--- src/rtl/frc_timer_pkg.sv ---
package frc_timer_pkg;

    localparam int BYTE_W = 8;
    localparam int CNT_W  = 2 * BYTE_W;

    typedef enum logic [2:0] {
        SEL_NONE,
        SEL_CTRL,
        SEL_STAT,
        SEL_CNTH,
        SEL_CNTL
    } reg_sel_e;

    typedef struct packed {
        logic              rd;
        logic              wr;
        reg_sel_e          sel;
        logic [BYTE_W-1:0] wdata;
    } bus_req_t;

    function automatic logic [BYTE_W-1:0] bit_mask(input int pos);
        return BYTE_W'(1) << pos;
    endfunction

endpackage

--- src/rtl/frc_prescaler.sv ---
module frc_prescaler #(
    parameter int PRE_DIV = 4
) (
    input  logic clk,
    input  logic rst,
    output logic tick
);
    localparam int PW = (PRE_DIV > 2) ? $clog2(PRE_DIV) : 1;
    localparam logic [PW-1:0] LAST = PW'(PRE_DIV - 1);
    localparam bit IS_POW2 = ((1 << PW) == PRE_DIV);

    logic [PW-1:0] phase_q;

    generate
        if (IS_POW2) begin : g_pow2
            always_ff @(posedge clk) begin
                if (rst) phase_q <= '0;
                else     phase_q <= phase_q + 1'b1;
            end
            assign tick = &phase_q;
        end else begin : g_cmp
            always_ff @(posedge clk) begin
                if (rst)                  phase_q <= '0;
                else if (phase_q == LAST) phase_q <= '0;
                else                      phase_q <= phase_q + 1'b1;
            end
            assign tick = (phase_q == LAST);
        end
    endgenerate

endmodule

--- src/rtl/frc_counter.sv ---
module frc_counter #(
    parameter int               CNT_W  = 16,
    parameter logic [CNT_W-1:0] PRESET = '1
) (
    input  logic             clk,
    input  logic             rst,
    input  logic             tick,
    output logic [CNT_W-1:0] cnt,
    output logic             wrap
);
    logic [CNT_W-1:0] cnt_q;

    always_ff @(posedge clk) begin
        if (rst)       cnt_q <= PRESET;
        else if (tick) cnt_q <= cnt_q + 1'b1;
    end

    assign cnt  = cnt_q;
    assign wrap = tick && (cnt_q == '1);

endmodule

--- src/rtl/frc_lo_latch.sv ---
module frc_lo_latch #(
    parameter int W = 8
) (
    input  logic         clk,
    input  logic         rst,
    input  logic [W-1:0] live,
    input  logic         capture,
    input  logic         release_i,
    output logic [W-1:0] view,
    output logic         frozen
);
    logic [W-1:0] hold_q;
    logic         frz_q;

    always_ff @(posedge clk) begin
        if (rst) begin
            hold_q <= '0;
            frz_q  <= 1'b0;
        end else if (capture) begin
            hold_q <= live;
            frz_q  <= 1'b1;
        end else if (release_i) begin
            frz_q  <= 1'b0;
        end
    end

    assign view   = frz_q ? hold_q : live;
    assign frozen = frz_q;

endmodule

--- src/rtl/frc_flags.sv ---
module frc_flags
    import frc_timer_pkg::*;
#(
    parameter int IEN_BIT = 5
) (
    input  logic              clk,
    input  logic              rst,
    input  logic              wrap,
    input  logic              stat_rd,
    input  logic              lo_rd,
    input  logic              ctrl_wr,
    input  logic [BYTE_W-1:0] ctrl_wdata,
    output logic [BYTE_W-1:0] ctrl,
    output logic              tof,
    output logic              arm,
    output logic              irq
);
    localparam logic [BYTE_W-1:0] IEN_MASK = bit_mask(IEN_BIT);

    logic [BYTE_W-1:0] ctrl_q;
    logic              tof_q;
    logic              arm_q;

    always_ff @(posedge clk) begin
        if (rst) begin
            ctrl_q <= '0;
            tof_q  <= 1'b0;
            arm_q  <= 1'b0;
        end else begin
            if (ctrl_wr) ctrl_q <= ctrl_wdata & IEN_MASK;
            if (stat_rd)    arm_q <= tof_q;
            else if (lo_rd) arm_q <= 1'b0;
            if (wrap)                tof_q <= 1'b1;
            else if (lo_rd && arm_q) tof_q <= 1'b0;
        end
    end

    assign ctrl = ctrl_q;
    assign tof  = tof_q;
    assign arm  = arm_q;
    assign irq  = tof_q && ctrl_q[IEN_BIT];

endmodule

--- src/rtl/frc_timer.sv ---
module frc_timer
    import frc_timer_pkg::*;
#(
    parameter int                PRE_DIV     = 4,
    parameter logic [CNT_W-1:0]  RESET_VALUE = 16'hFFFC,
    parameter int                ADDR_W      = 8,
    parameter logic [ADDR_W-1:0] CTRL_OFS    = ADDR_W'('h12),
    parameter logic [ADDR_W-1:0] STAT_OFS    = ADDR_W'('h13),
    parameter logic [ADDR_W-1:0] CNTH_OFS    = ADDR_W'('h18),
    parameter logic [ADDR_W-1:0] CNTL_OFS    = ADDR_W'('h19),
    parameter int                IEN_BIT     = 5,
    parameter int                TOF_BIT     = 5
) (
    input  logic              clk,
    input  logic              rst,
    input  logic [ADDR_W-1:0] bus_addr,
    input  logic              bus_rd,
    input  logic              bus_wr,
    input  logic [BYTE_W-1:0] bus_wdata,
    output logic [BYTE_W-1:0] bus_rdata,
    output logic              irq
);
    localparam logic [BYTE_W-1:0] TOF_MASK = bit_mask(TOF_BIT);

    bus_req_t          req;
    logic              tick;
    logic              wrap;
    logic [CNT_W-1:0]  cnt_q;
    logic [BYTE_W-1:0] lo_view;
    logic              lo_frozen;
    logic [BYTE_W-1:0] ctrl_q;
    logic              tof;
    logic              arm;
    logic              hi_rd, lo_rd, stat_rd, ctrl_rd, ctrl_wr;

    always_comb begin
        req.rd    = bus_rd;
        req.wr    = bus_wr;
        req.wdata = bus_wdata;
        if (bus_addr == CTRL_OFS)      req.sel = SEL_CTRL;
        else if (bus_addr == STAT_OFS) req.sel = SEL_STAT;
        else if (bus_addr == CNTH_OFS) req.sel = SEL_CNTH;
        else if (bus_addr == CNTL_OFS) req.sel = SEL_CNTL;
        else                           req.sel = SEL_NONE;
    end

    assign hi_rd   = req.rd && (req.sel == SEL_CNTH);
    assign lo_rd   = req.rd && (req.sel == SEL_CNTL);
    assign stat_rd = req.rd && (req.sel == SEL_STAT);
    assign ctrl_rd = req.rd && (req.sel == SEL_CTRL);
    assign ctrl_wr = req.wr && (req.sel == SEL_CTRL);

    frc_prescaler #(.PRE_DIV(PRE_DIV)) u_pre (
        .clk  (clk),
        .rst  (rst),
        .tick (tick)
    );

    frc_counter #(.CNT_W(CNT_W), .PRESET(RESET_VALUE)) u_cnt (
        .clk  (clk),
        .rst  (rst),
        .tick (tick),
        .cnt  (cnt_q),
        .wrap (wrap)
    );

    frc_lo_latch #(.W(BYTE_W)) u_lat (
        .clk       (clk),
        .rst       (rst),
        .live      (cnt_q[BYTE_W-1:0]),
        .capture   (hi_rd),
        .release_i (lo_rd),
        .view      (lo_view),
        .frozen    (lo_frozen)
    );

    frc_flags #(.IEN_BIT(IEN_BIT)) u_flg (
        .clk        (clk),
        .rst        (rst),
        .wrap       (wrap),
        .stat_rd    (stat_rd),
        .lo_rd      (lo_rd),
        .ctrl_wr    (ctrl_wr),
        .ctrl_wdata (req.wdata),
        .ctrl       (ctrl_q),
        .tof        (tof),
        .arm        (arm),
        .irq        (irq)
    );

    always_comb begin
        bus_rdata = '0;
        if (req.rd) begin
            case (req.sel)
                SEL_CTRL: bus_rdata = ctrl_q;
                SEL_STAT: bus_rdata = tof ? TOF_MASK : '0;
                SEL_CNTH: bus_rdata = cnt_q[CNT_W-1:BYTE_W];
                SEL_CNTL: bus_rdata = lo_view;
                default:  bus_rdata = '0;
            endcase
        end
    end

endmodule

--- config.mk ---
export PLATFORM = sky130hd
export DESIGN_NAME = frc_timer
export DESIGN_NICKNAME = d
export VERILOG_FILES = /design/src/rtl/frc_timer_pkg.sv /design/src/rtl/frc_prescaler.sv /design/src/rtl/frc_counter.sv /design/src/rtl/frc_lo_latch.sv /design/src/rtl/frc_flags.sv /design/src/rtl/frc_timer.sv
export SDC_FILE = /design/constraint.sdc
export NUM_CORES = 1
export LEC_CHECK = 0
export BUFFER_PORTS_ARGS = -buffer_cell sky130_fd_sc_hd__buf_2
export CORE_MARGIN = 2
export CORE_UTILIZATION = 50
export CTS_CLUSTER_DIAMETER = 150
export DETAILED_ROUTE_END_ITERATION = 16
export PLACE_DENSITY = 0.75
export SLEW_MARGIN = 10
export SYNTH_ARGS = -nofsm -noshare
export SYNTH_HDL_FRONTEND = slang
export SYNTH_SLANG_ARGS = --single-unit
--- constraint.sdc ---
create_clock -name clk -period 1.3 [get_ports clk]
set_input_delay 0.065 -clock clk [delete_from_list [all_inputs] [get_ports clk]]
set_output_delay 0.065 -clock clk [all_outputs]
set_load 0.01 [all_outputs]
== Word level (Yosys, flattened, before mapping) ==
Index checks and enable logic that the tools add are counted.
Widths: inputs -> output; s select.
Word-level totals
  register bits: 30
  bits in writable memories: 0
  bits of input ports: 20
  bits in latches: 0
  bits in read-only memories: 0
  word-level logic and storage cells: 42
  memories: 0
Operators by class
  multiply operators: 0
  $lt $le $gt $ge: 0
  bitwise operators: 0
  divide/modulo/power cells: 0
  multiplexer cells: 13
  $add $sub $neg: 2
  shifts and indexed selects: 0
  eq/ne operators: 9
  reduce and logical (&&, ||, !) cells: 11
Operators with widths (count)
  $eq 8x5->1 const B: 4
  $pmux 8 s4: 1
  $add 16x1->16 const B: 1
  $eq 16x16->1 const B: 1
  $mux 8: 2
  $mux 3: 4
  $logic_and 1x1->1: 7
  $eq 3x2->1 const B: 2
  $mux 6: 1
  $reduce_bool 2->1: 3
  $mux 1: 5
  $eq 3x1->1 const B: 1
  $eq 3x3->1 const B: 1
  $add 2x1->2 const B: 1
  $reduce_and 2->1: 1

== Longest topological paths before layout ==
  depth in word-level cells: 10
  depth in mapped cells: 6
  gate-level depth less buffers: 4

== Cells and area by module ==
Synthesis repeated with hierarchy kept, for this count alone.
Unflattened totals
  cell total of the unflattened synthesis: 191
  area total of the unflattened synthesis: 1766.7 um^2
By module, submodules not included
  frc_counter: times used 1, sequential area each 320.3 um^2, area each 785.8 um^2, cells each 88
  frc_lo_latch: times used 1, sequential area each 180.2 um^2, area each 451.7 um^2, cells each 39
  frc_timer: times used 1, sequential area each 0.0 um^2, area each 296.5 um^2, cells each 39
  frc_flags: times used 1, sequential area each 60.1 um^2, area each 170.2 um^2, cells each 20
  frc_prescaler: times used 1, sequential area each 40.0 um^2, area each 62.6 um^2, cells each 5

== Worst setup path before layout ==
Ideal clock, no wire load.
  path type: flip-flop to flip-flop
  start: reg u_pre.phase_q[0]
  end: reg u_cnt.cnt_q[11] (netlist: u_cnt.cnt[11])
  setup time: 0.062 ns
  setup slack: -0.120 ns
  path buffers: 2
  arrival: 1.358 ns
  clock period less this slack: 1.420 ns
  stages on the path, launching flop included: 7
  cell sequence: dfxtp_1 > ha_1 > buf_4 > nand4_1 > buf_2 > or4_1 > nand3_1
Between the ends
  longest elaborated chain between the ends: 1
RTL lines
  start: declaration: RTL line frc_prescaler.sv:12  | logic [PW-1:0] phase_q;
  start signal: assignment: RTL line frc_prescaler.sv:18  | else phase_q <= phase_q + 1'b1;
  $reduce_and 2->1: RTL line frc_prescaler.sv:20  | assign tick = &phase_q;
  via tick: RTL line frc_timer.sv:26  | logic tick;
  end signal: assignment: RTL line frc_counter.sv:15  | else if (tick) cnt_q <= cnt_q + 1'b1;
  end: declaration: RTL line frc_counter.sv:11  | logic [CNT_W-1:0] cnt_q;
The timed path passes the listed nets, and every way through them passes these cells.
A chain may end at the register's enable or synchronous reset.

== Worst setup path after layout ==
  start: reg u_lat.frz_q (netlist: u_lat.frozen)
  end: out bus_rdata[5]
Between the ends
  longest elaborated chain between the ends: 3
RTL lines
  start: declaration: RTL line frc_lo_latch.sv:13  | logic frz_q;
  start signal: assignment: RTL line frc_lo_latch.sv:18  | frz_q <= 1'b0;
  start signal: assignment: RTL line frc_lo_latch.sv:21  | frz_q <= 1'b1;
  start signal: assignment: RTL line frc_lo_latch.sv:23  | frz_q <= 1'b0;
  $mux 8: RTL line frc_lo_latch.sv:27  | assign view = frz_q ? hold_q : live;
  $pmux 8 s4: RTL line frc_timer.sv:94  | case (req.sel)
  $mux 8: RTL line frc_timer.sv:93  | if (req.rd) begin
  end: declaration: RTL line frc_timer.sv:20  | output logic [BYTE_W-1:0] bus_rdata,
Every way passes these cells.

==> impl_metrics.yaml <==
logic_synthesis:
  netlist.top_cell.by_area: "dfxtp_1"
  synth_seq_area_share_pct: 34.9
  synth_flop_cell: "dfxtp_1"
  synth_area_um2: 1720
  yosysWarnings: 0
  synth_top_area_share_pct: 34.9
  synthArstFlopShare_pct: 0
  synth_common_cells: "30 x dfxtp_1, 25 x nand2_1, 15 x mux2i_1, 15 x nand3_1, 14 x nand4_1"
  syn_nets: 220
  synth_edf_count: 0
  synth.distinct_cells: 42
  yosysMostFrequentCell: "dfxtp_1"
  synth.ff_latch_count: 30
  avgSynthCellArea_um2: 8.68
  synth_cells: 198
  ys_top_cells_by_area: "dfxtp_1 35%, mux2i_1 8.7%, nand2_1 5.5%"
clock_tree:
  cts_tree: "done"
  root_buffer: "clkbuf_4"
  htreeDepth: 2
  insertion_delay_ns: 0.34
  path_clk_slew_ns: 0.10
  numCtsBuffers: 5
  cts_buffer_depth: 2
  clock_sinks: 30
critical_path:
  crit_end: "bus_rdata[5]"
  worstRegToRegCells: 5
  critPathKind: "flop to output pin"
  r2r_start: "u_cnt.cnt[6]"
  slowest_stage: "a2111o_1"
  reg2reg_slack_ns: -0.22
  path_max_fanout: 3
  reg2reg_to: "u_cnt.cnt[11]"
  cp-end-kind: "output pin"
  cp_data_arrival_time_ns: 1.53
  worstSetupStartpointType: "flop"
  path_cells: "mux2i_1 > a2111o_1 > a21oi_2 > buf_2"
  max_stage_delay_ns: 0.41
  cp.required_ns: 1.24
  crit_start: "u_lat.frozen"
layout:
  drive_gt1_share_pct: 48.1
  area_growth_syn_to_layout_pct: 52.0
  fin_cells: 312
  finish.utilization_pct: 78.9
  design_area_um2: 2610
  diodes: 0
  nNetsFinal: 287
global_routing:
  busiest_layer: "met2"
  first_global_vias: 1649
  grt_pass1_wl_mm: 8.00
  grt_max_degree: 28
  grtUsageMet3_pct: 4.50
  antenna_found_initial: 0
  grt_use_met2_pct: 42.1
  grt_util_all_layers_pct: 25.6
  overflow: 0
  grtUsageMet1_pct: 33.6
timing:
  finClkSkew_ns: 0.00838
  slew_violations: 0
  setup_viol: 16
  setup_ws_ns: -0.294
  hold_violations: 1
  rsz0062_at_grt: "yes"
  setup_tns_ns: -2.48
  worst_hold_slack_ns: -0.0124
  slew_headroom_pct: 43.5
  period_minus_slack_ns: 1.59
  tightest_slew_ns: 0.844
  finalCritPeriodShare_pct: 123
  fmax_mhz: 627
floorplan:
  core_um2: 3310
  initial_utilization_pct: 51.9
  io_pins: 29
  placement_rows: 21
  dieArea_um2: 3920
  dieWidth_um: 62.6
  die_height_um: 62.6
run:
  maxCapViolations: 0
power:
  powerDensity_nw_per_um2: 805
  power_switching_mw: 0.457
  power_frac_clock_pct: 47.9
  p_comb_share_pct: 8.1
  p_int_mw: 1.65
  peakVddDrop_v: 0.000736
  p_leak_nw: 1.05
  switching_share_pct: 21.7
  pwr-share-seq_pct: 44.0
drt:
  drc: 0
  wl_mm: 5.45
  wire_per_inst_um: 17.5
  ant_nets: 0
  via_per_inst: 5.88
  vias: 1833
  firstDrtPassIters: 6
  drtIter0Drc: 179
place:
  port_buffers: 21
  dp.cells: 287
  dp_hpwl_mm: 3.10
  gp_congestion: 0.873
  place_area_um2: 2110
outcome:
  violations: "hold timing, setup timing"
  status: "complete, but fails checks"
min_path:
  min_path_type: "input pin to flop"
## final cells by class
type	count	area (µm²)
clock buffer	6	51.3
clock inverter	2	60.1
fill	204	697
inverter	5	18.8
multi-input combinational	152	1250
sequential	30	631
tap	46	57.6
timing repair buffer	71	543
## power groups by stage
stage	sequential (mW)	combinational [mW]	clock [mW]
finish	0.926	0.169	1.01
CTS	0.934	0.158	1.00
floorplan	0.958	0.0828	0
global route	0.927	0.184	1.06
global placement	0.957	0.145	0
detailed placement	0.958	0.147	0
## worst max-delay path: cells and delay by family, from the launching register on
family                 cells  cell delay (ns)
AO/OA/AOI/OAI              2             0.53
buffers and inverters      1             0.13
flip-flops                 1             0.37
multiplexers               1             0.16
## sequential cells by signal (all words and copies together) (netlist names)
name / flops
u_flg.ctrl: 1
u_pre.phase_q: 2
u_flg.arm: 1
u_lat.frozen: 1
u_cnt.cnt: 16
u_lat.hold_q: 8
u_flg.tof: 1
## cells by family (layout without fill, tap and decap cells)
group | after synthesis | count (layout) | synth area share [%]
xor gates and xnor gates | 3 | 3 | 1.53
and+or+nand+nor | 98 | 99 | 33.4
buffers and inverters | 17 | 84 | 5.17
DFF | 30 | 30 | 34.9
muxes | 23 | 23 | 14.0
adders and majority gates | 2 | 2 | 1.46
AOI/OAI and AO/OA | 25 | 25 | 9.53
## metrics by stage
stage | total power [mW] | setup WS (ns)
6_report | 2.10 | -0.294
5_1_grt | 2.17 | -0.339
4_1_cts | 2.09 | -0.259
3_5_place_dp | 1.10 | -0.0685
3_3_place_gp | 1.10 | -0.0387
2_1_floorplan | 1.04 | -0.0381
## worst min path at each step
| stage | start | endpoint | slack (ns) | depth (start not counted) |
|---|---|---|---|---|
| 2_1_floorplan | bus_wdata[5] | u_flg.ctrl[5] | 0.20 | 2 |
| 3_3_place_gp | bus_wdata[5] | u_flg.ctrl[5] | 0.31 | 3 |
| 3_5_place_dp | bus_wdata[5] | u_flg.ctrl[5] | 0.33 | 3 |
| 4_1_cts | bus_rd | u_lat.frozen | 0.005 | 3 |
| 5_1_grt | bus_rd | u_lat.frozen | -0.01 | 3 |
| 6_report | bus_rd | u_lat.frozen | -0.01 | 3 |
## per-layer routing
| metal | share of wire [%] | up-vias |
|---|---|---|
| met5 | 0 | - |
| met3 | 6.5 | 15 |
| met4 | 1.9 | 0 |
| li1 | - | 861 |
| met2 | 49 | 80 |
| met1 | 43 | 877 |
## placed cells by master, fill, tap and decap left out, types with 9 or more instances in the layout
master,instances
nand2_1,25
mux2i_1,15
nand4_1,14
buf_4,35
dfxtp_2,9
buf_6,12
buf_2,21
nor2_1,10
dfxtp_1,16
nor2b_1,9
## repair_timing
action                                 CTS  global route
endpoints found under the hold margin    2             0
cloned                                   2             0
setup endpoints to repair               19            21
resized for setup                       30            33
pin swaps                               11             7
setup buffers                            2            11
hold buffers                             2             0
No activity file was read; power rests on OpenSTA's default activity.
